File: config.mk
export PLATFORM = sky130hd
export DESIGN_NAME = sweep_nco
export DESIGN_NICKNAME = d
export VERILOG_FILES = /design/src/rtl/sweep_nco_pkg.sv /design/src/rtl/sweep_ramp.sv /design/src/rtl/line_dither.sv /design/src/rtl/phase_acc.sv /design/src/rtl/sweep_nco.sv
export SDC_FILE = /design/constraint.sdc
export NUM_CORES = 1
export LEC_CHECK = 0
export ABC_AREA = 1
export BUFFER_PORTS_ARGS = -buffer_cell sky130_fd_sc_hd__buf_2
export CELL_PAD_IN_SITES_DETAIL_PLACEMENT = 0
export CELL_PAD_IN_SITES_GLOBAL_PLACEMENT = 1
export CORE_MARGIN = 5
export CORE_UTILIZATION = 46
export DETAILED_ROUTE_END_ITERATION = 12
export HOLD_SLACK_MARGIN = 0.05
export PLACE_DENSITY_LB_ADDON = 0.1
export SYNTH_ARGS = -nofsm -noshare
export SYNTH_HDL_FRONTEND = slang
export SYNTH_HIERARCHICAL = 1
export SYNTH_SLANG_ARGS = --single-unit
export TNS_END_PERCENT = 10
File: constraint.sdc
create_clock -name clk -period 8.57 [get_ports clk]
set_input_delay 2.1425 -clock clk [delete_from_list [all_inputs] [get_ports clk]]
set_output_delay 2.1425 -clock clk [all_outputs]
set_load 0.02 [all_outputs]
File: src/rtl/sweep_nco_pkg.sv
// Shared types and the piecewise-linear code-to-increment map.
// Assumes the code full-scale point is a power of two.
package sweep_nco_pkg;

    typedef enum logic [1:0] {
        RANGE_SOFT  = 2'd0,
        RANGE_RUN   = 2'd1,
        RANGE_FLOOR = 2'd2
    } osc_range_e;

    // Falling line from hi at code 0 to lo at code 2**full_log2, flat beyond it.
    function automatic logic [31:0] lin_map(input logic [31:0] hi,
                                            input logic [31:0] lo,
                                            input logic [31:0] code,
                                            input int          full_log2);
        logic [31:0] knee;
        logic [31:0] c;
        knee = 32'd1 << full_log2;
        c    = (code > knee) ? knee : code;
        return hi - (((hi - lo) * c) >> full_log2);
    endfunction

endpackage

File: src/rtl/sweep_ramp.sv
// Soft-start code ramp with debounced, sticky end-of-ramp flag.
// Assumes RAMP_DIV >= 2 and DEB_CYC >= 1; restart acts like a local reset.
module sweep_ramp #(
    parameter int CODE_W     = 8,
    parameter int RAMP_DIV   = 4,
    parameter int END_CODE   = 133,
    parameter int CLAMP_CODE = 141,
    parameter int DEB_CYC    = 20
) (
    input  logic              clk,
    input  logic              rst_n,
    input  logic              restart,
    output logic [CODE_W-1:0] code,
    output logic              done
);
    localparam int DIV_W = $clog2(RAMP_DIV + 1);
    localparam int DEB_W = $clog2(DEB_CYC + 1);
    localparam logic [DIV_W-1:0]  DIV_LAST = DIV_W'(RAMP_DIV - 1);
    localparam logic [DEB_W-1:0]  DEB_LAST = DEB_W'(DEB_CYC - 1);
    localparam logic [CODE_W-1:0] END_C    = CODE_W'(END_CODE);
    localparam logic [CODE_W-1:0] CLAMP_C  = CODE_W'(CLAMP_CODE);

    logic [DIV_W-1:0] pre;
    logic [DEB_W-1:0] dbc;

    // Raise the code by one every RAMP_DIV clocks up to the clamp.
    always_ff @(posedge clk) begin
        if (!rst_n || restart) begin
            pre  <= '0;
            code <= '0;
        end else if (pre == DIV_LAST) begin
            pre <= '0;
            if (code < CLAMP_C) code <= code + 1'b1;
        end else begin
            pre <= pre + 1'b1;
        end
    end

    // Latch done once the code has held at or above the end level long enough.
    always_ff @(posedge clk) begin
        if (!rst_n || restart) begin
            dbc  <= '0;
            done <= 1'b0;
        end else if (!done) begin
            if (code >= END_C) begin
                if (dbc == DEB_LAST) done <= 1'b1;
                else                 dbc  <= dbc + 1'b1;
            end else begin
                dbc <= '0;
            end
        end
    end

endmodule

File: src/rtl/line_dither.sv
// Triangular ripple 0..AMP..0 stepping every DIV enabled clocks.
// Assumes AMP >= 1 and DIV >= 1; held at zero while disabled.
module line_dither #(
    parameter int AMP   = 14,
    parameter int DIV   = 2,
    parameter int RIP_W = 4
) (
    input  logic             clk,
    input  logic             rst_n,
    input  logic             en,
    output logic [RIP_W-1:0] ripple
);
    localparam int CNT_W = $clog2(DIV + 1);
    localparam logic [CNT_W-1:0] CNT_LAST = CNT_W'(DIV - 1);
    localparam logic [RIP_W-1:0] PEAK     = RIP_W'(AMP);

    logic [CNT_W-1:0] cnt;
    logic             going_up;

    // Walk the triangle up to the peak and back down to zero.
    always_ff @(posedge clk) begin
        if (!rst_n || !en) begin
            cnt      <= '0;
            ripple   <= '0;
            going_up <= 1'b1;
        end else if (cnt == CNT_LAST) begin
            cnt <= '0;
            if (going_up) begin
                ripple <= ripple + 1'b1;
                if (ripple + 1'b1 == PEAK) going_up <= 1'b0;
            end else begin
                ripple <= ripple - 1'b1;
                if (ripple == RIP_W'(1)) going_up <= 1'b1;
            end
        end else begin
            cnt <= cnt + 1'b1;
        end
    end

endmodule

File: src/rtl/phase_acc.sv
// Registered increment plus phase accumulator; output is the accumulator MSB.
// Assumes the increment is below half the accumulator range.
module phase_acc #(
    parameter int ACC_W    = 14,
    parameter int RST_WORD = 1300
) (
    input  logic             clk,
    input  logic             rst_n,
    input  logic [ACC_W-1:0] next_word,
    output logic [ACC_W-1:0] word,
    output logic             phase
);
    logic [ACC_W-1:0] acc;

    // Register the increment and advance the phase by the current one.
    always_ff @(posedge clk) begin
        if (!rst_n) begin
            word <= ACC_W'(RST_WORD);
            acc  <= '0;
        end else begin
            word <= next_word;
            acc  <= acc + word;
        end
    end

    assign phase = acc[ACC_W-1];

endmodule

File: src/rtl/sweep_nco.sv
// Top: selects the oscillator range and code, maps code to increment, drives the NCO.
// Assumes 2**FULL_LOG2 codes equal the full-load point and INC_MIN is the common floor.
module sweep_nco
    import sweep_nco_pkg::*;
#(
    parameter int CODE_W      = 8,
    parameter int ACC_W       = 14,
    parameter int FULL_LOG2   = 7,
    parameter int END_CODE    = 133,
    parameter int CLAMP_CODE  = 141,
    parameter int RAMP_DIV    = 4,
    parameter int DEB_CYC     = 20,
    parameter int DITH_AMP    = 14,
    parameter int DITH_DIV    = 2,
    parameter int INC_SOFT_HI = 1300,
    parameter int INC_RUN_HI  = 700,
    parameter int INC_MIN     = 340
) (
    input  logic              clk,
    input  logic              rst_n,
    input  logic              restart_ss,
    input  logic [CODE_W-1:0] load_code,
    input  logic              force_min,
    output logic              phase,
    output logic              ss_done,
    output logic [ACC_W-1:0]  freq_word
);
    localparam int RIP_W = $clog2(DITH_AMP + 1);
    localparam logic [CODE_W-1:0] CLAMP_C = CODE_W'(CLAMP_CODE);

    logic [CODE_W-1:0] ramp_code;
    logic [RIP_W-1:0]  ripple;
    logic [CODE_W-1:0] load_clamped;
    logic [CODE_W-1:0] run_code;
    logic [ACC_W-1:0]  next_word;
    osc_range_e        range_sel;

    sweep_ramp #(
        .CODE_W(CODE_W), .RAMP_DIV(RAMP_DIV), .END_CODE(END_CODE),
        .CLAMP_CODE(CLAMP_CODE), .DEB_CYC(DEB_CYC)
    ) i_ramp (
        .clk(clk), .rst_n(rst_n), .restart(restart_ss),
        .code(ramp_code), .done(ss_done)
    );

    line_dither #(
        .AMP(DITH_AMP), .DIV(DITH_DIV), .RIP_W(RIP_W)
    ) i_dither (
        .clk(clk), .rst_n(rst_n), .en(ss_done), .ripple(ripple)
    );

    // Pick the active range: forced floor beats run, run beats soft-start.
    always_comb begin
        if (force_min)    range_sel = RANGE_FLOOR;
        else if (ss_done) range_sel = RANGE_RUN;
        else              range_sel = RANGE_SOFT;
    end

    // Clamp the load code, then subtract the ripple with a floor at zero.
    always_comb begin
        load_clamped = (load_code > CLAMP_C) ? CLAMP_C : load_code;
        run_code = (load_clamped > CODE_W'(ripple)) ? load_clamped - CODE_W'(ripple) : '0;
    end

    // Map the selected code onto the increment of the active range.
    always_comb begin
        unique case (range_sel)
            RANGE_RUN:   next_word = ACC_W'(lin_map(32'(INC_RUN_HI), 32'(INC_MIN),
                                                    32'(run_code), FULL_LOG2));
            RANGE_SOFT:  next_word = ACC_W'(lin_map(32'(INC_SOFT_HI), 32'(INC_MIN),
                                                    32'(ramp_code), FULL_LOG2));
            default:     next_word = ACC_W'(INC_MIN);
        endcase
    end

    phase_acc #(
        .ACC_W(ACC_W), .RST_WORD(INC_SOFT_HI)
    ) i_acc (
        .clk(clk), .rst_n(rst_n), .next_word(next_word),
        .word(freq_word), .phase(phase)
    );

endmodule

-- Word-level counts from Yosys, hierarchy flattened
Index checks and enable logic that the tools add are counted.
- output and inout bits: 16
- bits in registers: 52
- multiply operators: 2
- reductions and logical operators: 9
- multiplexer cells: 16
- add/subtract/negate cells: 10
- eq/ne operators: 7
- $lt $le $gt $ge: 6
- bitwise logic cells: 1
- operators by type and width (operator ; number):
    2-to-1 mux 8 bit ; 4
    one-hot mux 14 bit (2 select lines) ; 1
    > comparator 8 bit, second input constant ; 3
    adder 14 bit ; 1
    multiplier 6 x 8 -> 14 bit, first input constant ; 1
    multiplier 4 x 8 -> 12 bit, first input constant ; 1
    subtractor 11 x 11 -> 12 bit, first input constant ; 1
    subtractor 10 x 10 -> 11 bit, first input constant ; 1
    2-to-1 mux 5 bit ; 2
    adder 8 x 1 -> 8 bit, second input constant ; 1
    >= comparator 8 bit, second input constant ; 1
    > comparator 8 x 4 -> 1 bit ; 1
    < comparator 8 bit, second input constant ; 1
    subtractor 8 x 4 -> 8 bit ; 1
    2-to-1 mux 1 bit ; 7
    adder 5 x 1 -> 5 bit, second input constant ; 1
    equality test 5 bit, second input constant ; 1
    adder 4 x 1 -> 4 bit, second input constant ; 1
    equality test 2 x 1 -> 1 bit, second input constant ; 2
    equality test 4 x 1 -> 1 bit, second input constant ; 1
    equality test 4 bit, second input constant ; 1
    2-to-1 mux 4 bit ; 1
    AND reduction 2 bit ; 2
    OR reduction 2 bit ; 2
    10 further kinds ; 12

-- Longest topological paths before layout
- depth after elaboration: 9
- depth in mapped cells: 39

-- Hierarchy
The synthesis kept the hierarchy.
- by module, submodules not included (module ; times used ; seq. area each (µm²) ; area an instance (µm²) ; cells an instance):
    sweep_nco ; 1 ; 0.0 ; 2588.7 ; 413
    phase_acc ; 1 ; 560.5 ; 1530.2 ; 228
    sweep_ramp ; 1 ; 340.3 ; 980.9 ; 130
    line_dither ; 1 ; 140.1 ; 419.2 ; 58

-- Least setup slack after synthesis
Ideal clock, no wire load.
- path kind: input to register
- from: in load_code[4]
- to: reg i_acc.word[8]
- data arrival time: 7.081 ns
- cell stages on the path: 30
- buffers on the path: 0
- library setup time: 0.123 ns
- path slack: 1.366 ns
- cells stage by stage: nor2_1 -> nand3_1 -> nand2_1 -> inv_1 -> or2_2 -> ha_1 -> a21oi_1 -> nand2_1 -> nand2_1 -> nand2_1 -> nand2_1 -> o21ai_0 -> a21oi_2 -> a21oi_1 -> ha_1 -> ha_1 -> fa_1 -> ha_1 -> inv_1 -> fa_1 -> ha_1 -> nor2_1 -> nand3_1 -> nor2_2 -> nand2_1 -> nand2_1 -> nand3_1 -> nand3_1 -> nand2_1 -> or2_2
- cells in the longest elaborated chain, start to end: 9
- ends and longest elaborated chain (what ; line ; RTL):
    from (decl) ; sweep_nco.sv:22 ; input logic [CODE_W-1:0] load_code,
    > comparator 8 bit ; sweep_nco.sv:61 ; load_clamped = (load_code > CLAMP_C) ? CLAMP_C : load_code;
    2-to-1 mux 8 bit (*) ; sweep_nco.sv:61 ;
    subtractor 8 x 4 -> 8 bit / > comparator 8 x 4 -> 1 bit (equally long branches) ; sweep_nco.sv:62 ; run_code = (load_clamped > CODE_W'(ripple)) ? load_clamped - CODE_W'(ripple) : '0;
    2-to-1 mux 8 bit (*) ; sweep_nco.sv:62 ;
    > comparator 8 bit ; sweep_nco_pkg.sv:19 ; c = (code > knee) ? knee : code;
    2-to-1 mux 8 bit (*) ; sweep_nco_pkg.sv:19 ;
    multiplier 6 x 8 -> 14 bit (*) ; sweep_nco_pkg.sv:20 ; return hi - (((hi - lo) * c) >> full_log2);
    subtractor 10 x 10 -> 11 bit (*) ; sweep_nco_pkg.sv:20 ;
    one-hot mux 14 bit (2 select lines) (*) ; sweep_nco.sv:67 ; unique case (range_sel)
    net next_word[8] ; sweep_nco.sv:35 ; logic [ACC_W-1:0] next_word;
    to (signal assigned) ; phase_acc.sv:18 ; word <= ACC_W'(RST_WORD);
    to (signal assigned) ; phase_acc.sv:21 ; word <= next_word;
    to (decl) ; phase_acc.sv:10 ; output logic [ACC_W-1:0] word,
Mark *: on every way through the listed nets, which the timed path passes. The rest lies on a longest branch.
A chain may end at the register's enable or synchronous reset.

-- Worst setup path after layout
- from: in load_code[4]
- to: reg i_acc.word[10]
Same word-level chain as after synthesis.

==> impl_metrics.py <==
metrics = {
    "status": {
        "outcome": "finished clean",
    },
    "place": {
        "dp_slack_ns": 0.7444,
        "gp_congestion": 0.8210,
        "dp_hpwl_mm": 10.06,
        "numPortBuffers": 27,
        "placedCellCount": 997,
    },
    "worst_setup_path": {
        "crit_path_top_delay_cell": "fa_1",
        "crit_end": "i_acc/word[10]$_SDFF_PN1_",
        "cpMostUsedCell": "nand2_1",
        "worstSetupPathType": "input pin to flop",
        "reg2reg_to": "i_acc/word[10]$_SDFF_PN1_",
        "r2r_slack_ns": 3.03,
        "ff2ff_path_depth": 28,
        "r2r_start": "i_dither/ripple[0]$_SDFFE_PP0P_",
        "cp.required_ns": 8.74,
        "max_stage_delay_ns": 0.55,
        "critPathLaunch": "load_code[4]",
        "path_max_fanout": 10,
        "cp-start-kind": "input pin",
        "cp-end-kind": "flop",
        "critical_path_arrival_ns": 7.72,
    },
    "clock_tree": {
        "clk_pin_slew_worst_paths_ns": 0.06,
        "cts_hold_buf": 0,
        "cts.sinks": 52,
        "cts_max_path_buffers": 2,
        "cts_tree": "built",
        "cts_resized": 0,
        "cts_setup_buffers": 0,
        "root_buffer": "clkbuf_16",
        "htreeDepth": 2,
        "numCtsBuffers": 5,
        "clkLatencyLatePin_ns": 0.29,
    },
    "sta": {
        "fin_crit_sh": 0.8807,
        "setup_viol": 0,
        "tightest_slew_ns": 0.6245,
        "maxSlewViolCount": 0,
        "final.min_clock_period_ns": 7.547,
        "max_slew_margin": 0.5821,
        "tns_ns": 0,
        "skew_ns": 0.006040,
        "setup_ws_ns": 1.023,
        "rsz0062_at_grt": "false",
        "finalHoldViolCount": 0,
        "timing.fmax_mhz": 132.5,
    },
    "routing": {
        "wl_per_cell_microns": 11.84,
        "viasPerCell": 4.924,
        "routed_wl_mm": 11.87,
        "route.detailed.drc": 0,
        "ant_nets": 0,
        "drtIter0Drc": 200,
        "via_count": 4939,
        "dr.pass1.iters": 4,
    },
    "worst_hold_path": {
        "hp-class": "flop to flop",
    },
    "layout": {
        "fillers": 1264,
        "stdcell_count": 1003,
        "drive_above_1_share": 0.09813,
        "seqCellArea_sq_mm": 0.001041,
        "multi_input_area_sq_mm": 0.003849,
        "area_growth_pct": 7.844,
        "diodes": 0,
        "final_nets": 960,
    },
    "die": {
        "rows": 40,
        "die_area_sq_mm": 0.01429,
        "die_w_microns": 119.5,
        "start_util": 0.4653,
        "die_h_microns": 119.5,
        "core_region_area_sq_mm": 0.01186,
        "design.portCount": 28,
    },
    "synthesis": {
        "mappedNetlistNets": 932,
        "synth_top_area_frac": 0.1886,
        "synth-async-reset-ratio": 0,
        "ys_warn_count": 6,
        "synth.distinct_cells": 42,
        "synth.most_common_cell": "nand2_1",
        "yosys_most_used_dff": "dfxtp_1",
        "synth_cells": 829,
        "ys_ff_latch": 52,
        "ys_top_cells_by_area": "dfxtp_1 (19%), ha_1 (15%), nand2_1 (14%), inv_1 (10%), fa_1 (8.7%)",
        "netlist_area_sq_mm": 0.005519,
        "synth_edf_count": 0,
        "syn_area_per_cell_sq_um": 6.657,
        "ys_top_cells_by_count": "nand2_1 (212), inv_1 (151), nor2_1 (77), nand3_1 (75), ha_1 (67)",
        "synth_top_cell_by_area": "dfxtp_1",
        "yosysSeqAreaShare": 0.1886,
    },
    "grt": {
        "grt_max_degree": 27,
        "gr-usage-all-layers": 0.1734,
        "grt_pass1_vias": 4771,
        "antenna_found_initial": 0,
        "grt_pass1_wl_mm": 21.09,
        "grt_overflow": 0,
    },
    "pwr": {
        "leakage_uw": 0.003291,
        "ir_drop_mv": 0.06425,
        "power_per_cell_area_mw_per_mm2": 138.6,
    },
    "flow_run": {
        "maxCapViolations": 0,
    },
}
## where the power goes
| part | leakage [uW] | internal [uW] | switching, uW |
|---|---|---|---|
| clock | 0.0000757 | 135 | 82.6 |
| sequential | 0.000422 | 249 | 2.56 |
| combinational | 0.00279 | 133 | 223 |
## critical path: cells and delay by family
| kind | cells | cell delay [ns] |
|---|---|---|
| AO/OA/AOI/OAI | 4 | 0.86 |
| XOR/XNOR | 1 | 0.24 |
| adder cells (fa/ha/maj) | 6 | 2.20 |
| buffers and inverters | 4 | 0.37 |
| AND/OR/NAND/NOR | 16 | 1.90 |
## cells by family (layout without fill, tap and decap cells)
logic type               Yosys count  in the layout  share of synthesized area
adder cells (fa/ha/maj)           91             91                     0.2389
buffers and inverters            162            189                     0.1140
flip-flops                        52             52                     0.1886
AND/OR/NAND/NOR                  426            426                     0.3491
XOR/XNOR                          15             15                    0.02380
AO/OA/AOI/OAI                     83             83                    0.08547
## worst min-delay path by stage
| stage | startpoint | endpoint | cells after the start |
|---|---|---|---|
| floorplan | i_ramp/pre[0]$_SDFF_PP0_ | i_ramp/pre[0]$_SDFF_PP0_ | 1 |
| global placement | i_ramp/pre[0]$_SDFF_PP0_ | i_ramp/pre[0]$_SDFF_PP0_ | 1 |
| detailed placement | i_ramp/pre[0]$_SDFF_PP0_ | i_ramp/pre[0]$_SDFF_PP0_ | 1 |
| CTS | i_ramp/pre[0]$_SDFF_PP0_ | i_ramp/pre[0]$_SDFF_PP0_ | 1 |
| global route | i_ramp/pre[0]$_SDFF_PP0_ | i_ramp/pre[0]$_SDFF_PP0_ | 1 |
| finish | i_dither/cnt[0]$_SDFF_PP0_ | i_dither/cnt[0]$_SDFF_PP0_ | 1 |
## cell usage in the layout (no fill, tap or decap), types with 4 or more instances in the layout
cell	synthesis	layout
nand2_2	7	7
inv_2	4	4
fa_1	24	24
dfxtp_1	52	52
a21oi_2	4	4
o21ai_0	17	17
or2_2	10	10
xor2_1	11	11
nor2_1	77	77
a21oi_1	43	43
nand2_1	212	212
nor2_2	7	7
o22ai_1	4	4
nand3_1	75	75
xnor2_1	4	4
ha_1	67	67
inv_1	151	151
clkbuf_16	0	5
buf_2	1	27
nor3_1	4	4
nand4_1	9	9
nand3b_1	6	6
## metal layers
metal,track usage,wire length (microns)
met5,0,0
met4,0.02505,95
met3,0.02733,306
met2,0.3132,5636
met1,0.2230,5836
## stage by stage
step           area, sq um  power (uW)  utilization  hold slack (ns)
2_1_floorplan         5519       539.2            -           0.3970
3_3_place_gp          5797       607.5       0.4887           0.4069
3_5_place_dp          5797       613.1       0.4887           0.4093
4_1_cts               5952       836.8       0.5018           0.4240
5_1_grt               5952       897.2       0.5018           0.4505
6_report              5952       824.7       0.5018           0.4245
## state kept, by name (all words and copies together), names as in the netlist
signal	flops
i_acc/acc	14
i_acc/word	14
i_ramp/code	8
i_ramp/dbc	5
i_dither/ripple	4
i_ramp/pre	3
i_dither/cnt	2
i_dither/going_up	1
i_ramp/done	1
## final cells by class
class	instances	area share
Tap cell	147	0.03090
Sequential cell	52	0.1749
Clock buffer	5	0.02102
Multi-Input combinational cell	615	0.6466
Inverter	156	0.09880
Clock inverter	1	0.005045
Timing Repair Buffer	27	0.02270
No activity file was read; power rests on OpenSTA's default activity.
